File: src/rtl/led_fault_pkg.sv
package led_fault_pkg;

  // Saturating run length of consecutive low enable samples (0..3).
  function automatic logic [1:0] f_run_next(input logic [1:0] cnt, input logic low_in_mode);
    if (!low_in_mode) return 2'd0;
    if (cnt == 2'd3) return 2'd3;
    return cnt + 2'd1;
  endfunction

  // Healthy flag of one channel: driven, no live fault, nothing retained.
  function automatic logic f_chan_ok(input logic driven, input logic bad_now, input logic retained);
    return driven & ~bad_now & ~retained;
  endfunction

  // Next short flag with hysteresis: trip sets, release clears, else hold.
  function automatic logic f_short_next(input logic cur, input logic trip, input logic rel);
    if (trip) return 1'b1;
    if (rel) return 1'b0;
    return cur;
  endfunction

endpackage

File: src/rtl/lfc_oe_run.sv
module lfc_oe_run
  import led_fault_pkg::*;
#(
  parameter int SETTLE_CYC = 8
) (
  input  logic clk,
  input  logic rst_n,
  input  logic special,
  input  logic oe_n,
  output logic sel_par,
  output logic par_load,
  output logic settle_done,
  output logic cap_invalid
);
  localparam int SW = $clog2(SETTLE_CYC + 1);
  localparam logic [SW-1:0] SETTLE_MAX = SW'(SETTLE_CYC);

  logic [1:0]    run_q;
  logic [SW-1:0] settle_q;
  logic          low_in_mode;

  assign low_in_mode = special & ~oe_n;
  assign sel_par     = special & (run_q >= 2'd2);
  assign par_load    = sel_par & ~oe_n;
  assign settle_done = (settle_q == SETTLE_MAX);

  always_ff @(posedge clk or negedge rst_n) begin
    if (!rst_n) begin
      run_q       <= 2'd0;
      settle_q    <= '0;
      cap_invalid <= 1'b0;
    end else begin
      run_q <= f_run_next(run_q, low_in_mode);
      if (!low_in_mode)
        settle_q <= '0;
      else if (!settle_done)
        settle_q <= settle_q + 1'b1;
      if (sel_par && oe_n)
        cap_invalid <= ~settle_done;
    end
  end
endmodule

File: src/rtl/lfc_short_hyst.sv
module lfc_short_hyst
  import led_fault_pkg::*;
#(
  parameter int NCH = 16
) (
  input  logic           clk,
  input  logic           rst_n,
  input  logic [NCH-1:0] v_trip,
  input  logic [NCH-1:0] v_rel,
  output logic [NCH-1:0] short_q
);
  for (genvar g = 0; g < NCH; g++) begin : g_ch
    always_ff @(posedge clk or negedge rst_n) begin
      if (!rst_n) short_q[g] <= 1'b0;
      else        short_q[g] <= f_short_next(short_q[g], v_trip[g], v_rel[g]);
    end
  end
endmodule

File: src/rtl/lfc_chan_status.sv
module lfc_chan_status
  import led_fault_pkg::*;
#(
  parameter int NCH = 16
) (
  input  logic           clk,
  input  logic           rst_n,
  input  logic           special,
  input  logic           oe_n,
  input  logic           settle_done,
  input  logic [NCH-1:0] chan_cmd,
  input  logic [NCH-1:0] cur_low,
  input  logic [NCH-1:0] short_q,
  input  logic [NCH-1:0] chan_hot,
  input  logic           glob_hot,
  output logic [NCH-1:0] drive_en,
  output logic [NCH-1:0] status_word
);
  logic [NCH-1:0] retained_q;

  for (genvar g = 0; g < NCH; g++) begin : g_ch
    logic hot, bad_now, grab;
    assign hot         = chan_hot[g] | glob_hot;
    assign drive_en[g] = ~oe_n & chan_cmd[g] & ~hot;
    assign bad_now     = cur_low[g] | short_q[g];
    assign grab        = hot | (settle_done & drive_en[g] & bad_now);
    assign status_word[g] = f_chan_ok(drive_en[g], bad_now, retained_q[g]);

    always_ff @(posedge clk or negedge rst_n) begin
      if (!rst_n)        retained_q[g] <= 1'b0;
      else if (!special) retained_q[g] <= 1'b0;
      else               retained_q[g] <= retained_q[g] | grab;
    end
  end
endmodule

File: src/rtl/led_fault_capture.sv
module led_fault_capture #(
  parameter int NCH        = 16,
  parameter int SETTLE_CYC = 8
) (
  input  logic           clk,
  input  logic           rst_n,
  input  logic           special,
  input  logic           oe_n,
  input  logic [NCH-1:0] chan_cmd,
  input  logic [NCH-1:0] cur_low,
  input  logic [NCH-1:0] v_trip,
  input  logic [NCH-1:0] v_rel,
  input  logic [NCH-1:0] chan_hot,
  input  logic           glob_hot,
  output logic [NCH-1:0] drive_en,
  output logic [NCH-1:0] status_word,
  output logic           sel_par,
  output logic           par_load,
  output logic           cap_invalid
);
  logic           settle_done;
  logic [NCH-1:0] short_q;

  lfc_oe_run #(.SETTLE_CYC(SETTLE_CYC)) u_run (
    .clk(clk), .rst_n(rst_n), .special(special), .oe_n(oe_n),
    .sel_par(sel_par), .par_load(par_load),
    .settle_done(settle_done), .cap_invalid(cap_invalid)
  );

  lfc_short_hyst #(.NCH(NCH)) u_short (
    .clk(clk), .rst_n(rst_n), .v_trip(v_trip), .v_rel(v_rel), .short_q(short_q)
  );

  lfc_chan_status #(.NCH(NCH)) u_stat (
    .clk(clk), .rst_n(rst_n), .special(special), .oe_n(oe_n),
    .settle_done(settle_done), .chan_cmd(chan_cmd), .cur_low(cur_low),
    .short_q(short_q), .chan_hot(chan_hot), .glob_hot(glob_hot),
    .drive_en(drive_en), .status_word(status_word)
  );
endmodule

File: config.mk
export PLATFORM = sky130hd
export DESIGN_NAME = led_fault_capture
export DESIGN_NICKNAME = d
export VERILOG_FILES = /design/src/rtl/led_fault_pkg.sv /design/src/rtl/lfc_oe_run.sv /design/src/rtl/lfc_short_hyst.sv /design/src/rtl/lfc_chan_status.sv /design/src/rtl/led_fault_capture.sv
export SDC_FILE = /design/constraint.sdc
export NUM_CORES = 1
export LEC_CHECK = 0
export ABC_AREA = 1
export BUFFER_PORTS_ARGS = -buffer_cell sky130_fd_sc_hd__buf_2
export CAP_MARGIN = 10
export CORE_ASPECT_RATIO = 1.2
export CORE_MARGIN = 2
export CORE_UTILIZATION = 44
export DETAILED_ROUTE_END_ITERATION = 7
export GPL_TIMING_DRIVEN = 0
export PLACE_DENSITY = 0.77
export SLEW_MARGIN = 10
export SYNTH_ARGS = -nofsm -noshare
export SYNTH_HDL_FRONTEND = slang
export SYNTH_SLANG_ARGS = --single-unit
File: constraint.sdc
create_clock -name clk -period 1.76 [get_ports clk]
set_clock_uncertainty 0.1 [all_clocks]
set_input_delay 0.088 -clock clk [delete_from_list [all_inputs] [get_ports clk]]
set_output_delay 0.088 -clock clk [all_outputs]
set_load 0.01 [all_outputs]
==> results of run 1 <==
[synthesized netlist by cell type (all sizes together)]
master and number:
dfrtp 39, o22ai 1, nor2 84, nand3 7, ha 2, xor2 1, a21oi 16, inv 40
clkbuf 1, buf 5, o21ai 2, nor3 3, o21bai 16, nand2 67, xnor2 1
[layer usage]
metal	vias up	track usage (%)	part of all wire [%]
li1	1202	-	-
met1	1030	23.0	39
met2	80	44.3	53
met3	15	4.94	6.2
met4	0	6.33	1.7
met5	-	0	0
[flip-flops by register name (all words and copies together), names as in the netlist]
name,cells
u_run.run_q,2
u_run.settle_q,4
u_short.short_q,16
u_run.cap_invalid,1
u_stat.retained_q,16
[per-stage QoR]
step	instances	TNS, ns	total power, uW	hold WS [ns]
floorplan	285	0	1150	-0.308
detailed placement	462	0	1310	0.161
global route	511	-0.0405	2140	0.0397
global placement	462	0	1300	0.158
finish	511	0	2030	0.0217
CTS	504	0	2030	0.0212
[timing repair]
action / 4_1_cts / 5_1_grt
hold endpoints to repair: 56 / 0
setup buffers: 0 / 6
gates resized for setup: 0 / 4
endpoints found under the setup margin: 0 / 12
hold buffers: 34 / 0
[where the power goes]
part	internal, uW	switching, uW
combinational	204	178
clock	358	296
sequential	956	32.7
[kinds of logic (layout without fill, tap and decap cells)]
logic type	after synthesis	after routing
adders and majority gates	2	2
xor gates and xnor gates	2	2
and+or+nand+nor	161	161
buffers and inverters	46	214
DFF	39	39
AOI/OAI and AO/OA	35	35
[area by class of cell]
class / instances / area [um2] / area share, %
Timing Repair Buffer: 160 / 986 / 30.1
Clock buffer: 8 / 100 / 3.06
Multi-Input combinational cell: 200 / 933 / 28.5
Buffer: 6 / 52.6 / 1.61
Inverter: 40 / 153 / 4.66
Sequential cell: 39 / 976 / 29.8
Tap cell: 58 / 72.6 / 2.22
[worst register-to-register path, delay by kind of cell, from the launching register on]
kind,cells,cell delay (ns)
buf+inv,2,0.32
compound gates,1,0.06
flops,1,0.41
simple gates,3,0.23
fa+ha+maj,1,0.19
[worst paths after layout]
kind,startpoint,to,cells past startpoint
setup / recovery,oe_n,status_word[1],9
hold / removal,special,u_stat.retained_q[1]$_DFF_PN0_,3
setup reg to reg,u_run.settle_q[0]$_DFFE_PN0P_,u_stat.retained_q[4]$_DFF_PN0_,7
hold reg to reg,u_run.run_q[0]$_DFF_PN0_,u_run.run_q[0]$_DFF_PN0_,1
max in group asynchronous,rst_n,u_short.short_q[9]$_DFFE_PN0P_,2
min in group asynchronous,rst_n,u_short.short_q[1]$_DFFE_PN0P_,2
==> results.yml, run 1 <==
global_route:
  grt_max_degree: 40
  grt_first_pass_wirelength_um: 9180
  gr-usage-all-layers_pct: 22.6
  grt_pass1_vias: 2266
  grt_overflow_total: 0
  grt_antenna_before_repair: 0
floorplan:
  die_y_um: 79.6
  initial_core_util_pct: 45.7
  row_count: 27
  die_w_um: 67.0
  core-area_um2: 4590
  ioPinCount: 120
  die_area_um2: 5340
synthesis:
  yosysTopAreaCellShare_pct: 46.5
  yosys_warnings: 0
  synth_fa_ha_area_share_pct: 1.19
  synth_area_leaders: "dfrtp_1 (47%), nor2_1 (12%), nand2_1 (12%)"
  syn_nets: 372
  ys_types: 21
  synthCells: 285
  yosysTopAreaCell: "dfrtp_1"
  syn_area_um2: 2100
  synth_xor_area_share_pct: 0.835
  synth_compound_area_share_pct: 10.7
  synth-seq-cells: 39
  seq_area_frac_synth_pct: 46.5
  yosys.area_share.simple_pct: 31.5
  synth.avg_cell_area_um2: 7.36
  synth_top_family_by_area: "simple AND/OR/NAND/NOR gates"
  synth_mux_area_share_pct: 0
sta:
  layout_worst_path_cycle_share_pct: 94.4
  slew_viol_final: 0
  hold_viol: 0
  layout_setup_ws_ns: 0.0990
  slew-limit-headroom_pct: 39.8
  setup_violations: 0
  max_freq_ghz: 0.602
  worstMarginPinSlew_ns: 0.903
  period_needed_ns: 1.66
  rsz0062_at_grt: "yes"
placed_design:
  place.gp.congestion: 0.687
  placed_cell_area_um2: 2770
  hpwl_um: 4020
  portBuffers: 119
  dp_slack_ns: 0.317
finish:
  final_common_cell: "buf_2"
  num-nets-final: 539
  n_antenna_cell: 0
  fillCellCount: 396
  layout-drive-gt1-share_pct: 35.5
  final_area_um2: 3270
  area_delta_synth_final_pct: 56.0
  final_cell_mix: "buf_2 (122), nor2_1 (68), nand2_1 (65)"
  final_core_util_pct: 71.2
power:
  power_density_nw_per_um2: 619
  peakVddDrop_mv: 0.566
  cellLeakagePower_uw: 0.00183
cts:
  clkTransAtPathRegs_ns: 0.07
  root_buffer: "clkbuf_8"
  clk-insertion-delay-late_ns: 0.28
  cts_buffer_depth: 2
  h-tree-depth: 2
  clkSinkCount: 39
  cts_buffers: 5
  cts_tree: "built"
run_status:
  status: "finished, final reports clean"
worst_setup_path:
  crit_family: "buffers and inverters"
  slowest_delay_ns: 0.53
  crit_arrival_ns: 1.47
  path_max_fanout: 10
  cp_data_required_time_ns: 1.57
  rrSetupSlack_ns: 0.32
  path_cells: "dlygate4sd3_1 > buf_2 > inv_4 > buf_12 > nand2_1 > nor2_2 > nand2_1 > nor2_1 > buf_2"
  criticalPathCategory: "in2out"
  cp-start-kind: "input port"
  cp-end-kind: "output port"
  crit_path_top_delay_cell: "dlygate4sd3_1"
  crit_buf_inv: 5
detailed_routing:
  vias_per_cell: 4.55
  drtIter0Drc: 100
  wirelength_um: 5890
  ant_nets: 0
  drt-wirelength-per-cell_um: 11.5
  first_pass_iters: 4
  drc: 0
  num_vias: 2327
job:
  max_cap_violations: 0
min_path:
  hold_path_class: "in2reg"
Note: power is estimated with default switching activity, not from simulation.
==> run 2, diff against run 1 <==
--- a/config.mk
+++ b/config.mk
@@ -7,13 +7,15 @@
 export LEC_CHECK = 0
 export ABC_AREA = 1
 export BUFFER_PORTS_ARGS = -buffer_cell sky130_fd_sc_hd__buf_2
-export CAP_MARGIN = 10
+export CAP_MARGIN = 20
+export CELL_PAD_IN_SITES_DETAIL_PLACEMENT = 0
+export CELL_PAD_IN_SITES_GLOBAL_PLACEMENT = 2
 export CORE_ASPECT_RATIO = 1.2
 export CORE_MARGIN = 2
-export CORE_UTILIZATION = 44
+export CORE_UTILIZATION = 22
 export DETAILED_ROUTE_END_ITERATION = 7
 export GPL_TIMING_DRIVEN = 0
-export PLACE_DENSITY = 0.77
+export PLACE_DENSITY = 0.76
 export SLEW_MARGIN = 10
 export SYNTH_ARGS = -nofsm -noshare
 export SYNTH_HDL_FRONTEND = slang
==> results.yml, run 2 (synthesis results as in run 1) <==
cts:
  h-tree-depth: 2
  clkSinkCount: 39
  cts_buffer_depth: 2
  clk-insertion-delay-late_ns: 0.28
  cts_tree: "built"
  clkTransAtPathRegs_ns: 0.06
  root_buffer: "clkbuf_16"
  cts_buffers: 5
worst_setup_path:
  cp-start-kind: "register"
  criticalPathCategory: "reg2reg"
  path_max_fanout: 10
  cp_data_required_time_ns: 1.82
  cp-end-kind: "register"
  cp-startpoint: "u_run.settle_q[0]$_DFFE_PN0P_"
  crit_arrival_ns: 1.55
  timing.rr.start: "u_run.settle_q[0]$_DFFE_PN0P_"
power:
  power_uw: 2350
  cellLeakagePower_uw: 0.00189
  peakVddDrop_mv: 0.401
  power_density_nw_per_um2: 678
detailed_routing:
  first_pass_iters: 4
  drtIter0Drc: 63
  drc: 0
  drt-wirelength-per-cell_um: 11.6
  num_vias: 2303
  ant_nets: 0
  vias_per_cell: 3.99
  wirelength_um: 6700
floorplan:
  ioPinCount: 120
  initial_core_util_pct: 22.3
  core-area_um2: 9420
  die_w_um: 93.2
  die_y_um: 111
  die_area_um2: 10300
  row_count: 39
sta:
  layout_worst_path_cycle_share_pct: 84.6
  setup_violations: 0
  rsz0062_at_grt: "no"
  slew-limit-headroom_pct: 36.0
  tns_ns: 0
  period_needed_ns: 1.49
  worstMarginPinSlew_ns: 0.960
  hold_viol: 0
  max_freq_ghz: 0.672
  slew_viol_final: 0
placed_design:
  hpwl_um: 4710
  place.gp.congestion: 0.712
  portBuffers: 119
job:
  max_cap_violations: 0
global_route:
  gr-usage-all-layers_pct: 13.0
  grt_antenna_before_repair: 0
  grt_overflow_total: 0
  grt_first_pass_wirelength_um: 10700
  grt_max_degree: 40
  grt_pass1_vias: 2381
finish:
  n_antenna_cell: 0
  final_common_cell: "buf_2"
  area_delta_synth_final_pct: 65.2
  fillCellCount: 1017
  reg.largest.list: "u_short.short_q (16), u_stat.retained_q (16), u_run.settle_q (4)"
  final_cell_mix: "buf_2 (120), nor2_1 (68), nand2_1 (65)"
  num-nets-final: 540
  layout-drive-gt1-share_pct: 35.7
  final_core_util_pct: 36.8
run_status:
  status: "finished, final reports clean"
min_path:
  hold_path.startpoint: "special"
  hold_path_class: "in2reg"
-- run 2: cell types whose count changed in the layout (fill, tap and decap cells not counted), sizes merged --
cell and delta:
inv -1, dlygate4sd3 -1, clkinv +1, dlymetal6s4s +1
buf -1, clkbuf +2
-- run 2: layout make-up --
| class | count | area, um2 | share of cell area [%] |
|---|---|---|---|
| timing repair buffer | 161 | 1040 | 29.9 |
| tap | 123 | 154 | 4.44 |
| clock buffer | 8 | 156 | 4.51 |
| multi-input combinational | 200 | 933 | 26.9 |
| inverter | 40 | 155 | 4.47 |
| sequential | 39 | 976 | 28.1 |
| buffer | 6 | 56.3 | 1.62 |
-- run 2: per-stage QoR --
step / worst slack, ns / cell area, um2 / hold WS, ns / std cells
5_1_grt: 0.130 / 3470 / 0.0676 / 577
4_1_cts: 0.00932 / 3340 / 0.0491 / 569
2_1_floorplan: 0.502 / 2100 / -0.308 / 285
3_5_place_dp: 0.249 / 2850 / 0.171 / 527
6_report: 0.271 / 3470 / 0.0468 / 577
3_3_place_gp: 0.273 / 2850 / 0.168 / 527
-- run 2: per-layer routing --
metal  track usage (%)  up-vias  share of wire [%]
met5                 0        -                  0
met3              2.79        4                5.2
met4              3.24        0               0.81
met2              24.3       72                 52
li1                  -     1201                  -
met1              14.8     1026                 42
-- run 2: worst max-delay path, cell delays in order, from the launching register on --
cell and delay, ns:
dfrtp_1 0.41, inv_1 0.06, ha_1 0.19, nand3_1 0.08, buf_2 0.28, nor2_1 0.11
nand2_1 0.06, o21ai_0 0.07
-- run 2: path summary, 6_finish.rpt --
check	cells past startpoint	end	slack, ns
max	7	u_run.settle_q[0]$_DFFE_PN0P_	0.27
min reg2reg	1	u_run.run_q[0]$_DFF_PN0_	0.37
max in group asynchronous	2	u_run.settle_q[2]$_DFFE_PN0P_	0.56
min in group asynchronous	2	u_short.short_q[15]$_DFFE_PN0P_	0.40
min	3	u_stat.retained_q[8]$_DFF_PN0_	0.05
max reg2reg	7	u_run.settle_q[0]$_DFFE_PN0P_	0.27
-- run 2: timing repair --
action | CTS | global route
resized for setup | 0 | 8
hold buffers | 34 | 0
buffers inserted | 0 | 7
endpoints found under the hold margin | 56 | 0
endpoints found under the setup margin | 0 | 12
-- run 2: where the power goes --
group / total (uW) / switching, uW / internal [uW]
logic: 397 / 182 / 215
clock network: 964 / 360 / 604
registers: 988 / 30.6 / 957
total: 2350 / 573 / 1780
==> run 3, diff against run 2 <==
==> constraint.sdc (replaced) <==
create_clock -name clk -period 1.5 [get_ports clk]
set_clock_uncertainty 0.1 [all_clocks]
set_input_delay 0.075 -clock clk [delete_from_list [all_inputs] [get_ports clk]]
set_output_delay 0.075 -clock clk [all_outputs]
set_load 0.01 [all_outputs]
==> results.yml, run 3 (synthesis results as in run 1) <==
run_status:
  status: "finished, final reports clean"
placed_design:
  dp_slack_ns: -0.0112
  placed_cell_area_um2: 2850
  hpwl_um: 4710
  place.gp.congestion: 0.712
  portBuffers: 119
  dp.cells: 527
finish:
  layoutNonFillerInstCount: 571
  final_cell_mix: "buf_2 (119), nor2_1 (66), nand2_1 (65)"
  final_core_util_pct: 35.9
  final_common_cell: "buf_2"
  num-nets-final: 534
  layout-drive-gt1-share_pct: 35.3
  fillCellCount: 1025
  reg.largest.list: "u_short.short_q (16), u_stat.retained_q (16), u_run.settle_q (4)"
  area_delta_synth_final_pct: 60.9
  final_area_um2: 3380
  n_antenna_cell: 0
floorplan:
  ioPinCount: 120
  initial_core_util_pct: 22.3
  die_area_um2: 10300
  row_count: 39
  die_y_um: 111
  core-area_um2: 9420
  die_w_um: 93.2
worst_setup_path:
  rrSetupSlack_ns: 0.13
  crit_family: "flip-flops"
  crit_arrival_ns: 1.48
  slowest_delay_ns: 0.41
  crit_path_top_delay_cell: "dfrtp_1"
  crit_buf_inv: 2
  cp_data_required_time_ns: 1.60
  rr_worst_depth: 7
  cp-end-kind: "register"
  criticalPathCategory: "reg2reg"
  path_cells: "inv_1 > ha_1 > nand3_1 > buf_4 > nor2_1 > nand2_1 > o21ai_0"
  cp-start-kind: "register"
  timing.rr.start: "u_run.settle_q[1]$_DFFE_PN0P_"
  path_max_fanout: 10
  worstReg2RegEnd: "u_run.settle_q[0]$_DFFE_PN0P_"
  cp-startpoint: "u_run.settle_q[1]$_DFFE_PN0P_"
cts:
  clk-insertion-delay-late_ns: 0.28
  h-tree-depth: 2
  cts_tree: "built"
  root_buffer: "clkbuf_16"
  cts_buffers: 5
  clkSinkCount: 39
  clkTransAtPathRegs_ns: 0.06
  cts_buffer_depth: 2
global_route:
  grt_first_pass_wirelength_um: 10700
  grt_overflow_total: 0
  gr-usage-all-layers_pct: 13.0
  grt_max_degree: 40
  grt_pass1_vias: 2381
  grt_antenna_before_repair: 0
detailed_routing:
  num_vias: 2284
  vias_per_cell: 4.00
  first_pass_iters: 4
  drt-wirelength-per-cell_um: 11.3
  ant_nets: 0
  drtIter0Drc: 41
  drc: 0
  wirelength_um: 6440
job:
  max_cap_violations: 0
sta:
  hold_ws_ns: 0.0286
  layout_worst_path_cycle_share_pct: 91.6
  layout_setup_ws_ns: 0.127
  slew_viol_final: 0
  worstMarginPinSlew_ns: 0.957
  setup_violations: 0
  slew-limit-headroom_pct: 36.2
  max_freq_ghz: 0.728
  hold_viol: 0
  period_needed_ns: 1.37
min_path:
  whs_path_depth: 3
  hold_end: "u_stat.retained_q[8]$_DFF_PN0_"
  hold_path_class: "in2reg"
  hold_path.startpoint: "special"
power:
  peakVddDrop_mv: 0.477
  cellLeakagePower_uw: 0.00183
  power_density_nw_per_um2: 810
[run 3: cell types whose count changed in the layout (fill, tap and decap cells not counted), sizes merged]
cell	change
clkbuf	-2
inv	+1
dlygate4sd3	+2
clkinv	-1
dlymetal6s4s	-1
buf	-5
[run 3: layout make-up]
class	count	area, um2	area share (%)
Buffer	6	48.8	1.44
Tap cell	123	154	4.56
Timing Repair Buffer	155	953	28.2
Sequential cell	39	976	28.9
Multi-Input combinational cell	200	938	27.8
Clock buffer	8	156	4.63
Inverter	40	150	4.45
[run 3: repair_timing]
action                                  CTS  global route
gates cloned                              0             0
endpoints found under the hold margin    56             0
hold buffers                             35             0
endpoints found under the setup margin    1            11
setup buffers                             0             1
resized for setup                         1             5
[run 3: how the worst max path moves through the flow]
stage,to,cells after the start,slack (ns)
after floorplan,u_run.settle_q[0]$_DFFE_PN0P_,7,0.24
after global placement,u_run.settle_q[0]$_DFFE_PN0P_,7,0.01
after detailed placement,u_run.settle_q[0]$_DFFE_PN0P_,7,-0.01
after CTS,u_run.settle_q[0]$_DFFE_PN0P_,6,0.03
after global routing,u_stat.retained_q[6]$_DFF_PN0_,7,-0.004
final,u_run.settle_q[0]$_DFFE_PN0P_,7,0.13
[run 3: power breakdown]
group	switching [uW]	internal, uW	leakage (uW)	total [uW]
combinational	207	234	0.00129	441
clock	426	709	0.0000772	1140
sequential	36.3	1120	0.000458	1160
total	670	2070	0.00183	2740
[run 3: worst register-to-register path, delay by kind of cell, from the launching register on]
family | cells | cell delay (ns)
and+or+nand+nor | 3 | 0.32
AOI/OAI and AO/OA | 1 | 0.07
buffers and inverters | 2 | 0.27
DFF | 1 | 0.41
adders and majority gates | 1 | 0.13
[run 3: layer usage]
metal | vias up | routed length [um] | part of all wire, % | GRT usage, %
met5 | - | 0 | 0 | 0
met4 | 0 | 71 | 1.1 | 3.24
met3 | 5 | 346 | 5.4 | 2.79
met2 | 71 | 3330 | 52 | 24.3
met1 | 1017 | 2700 | 42 | 14.7
li1 | 1191 | - | - | -
[run 3: stage by stage]
step,setup TNS [ns],total power (uW)
after floorplan,0,1340
after global placement,0,1540
after detailed placement,-0.0112,1550
after CTS,0,2800
after global routing,-0.00441,2890
final,0,2740
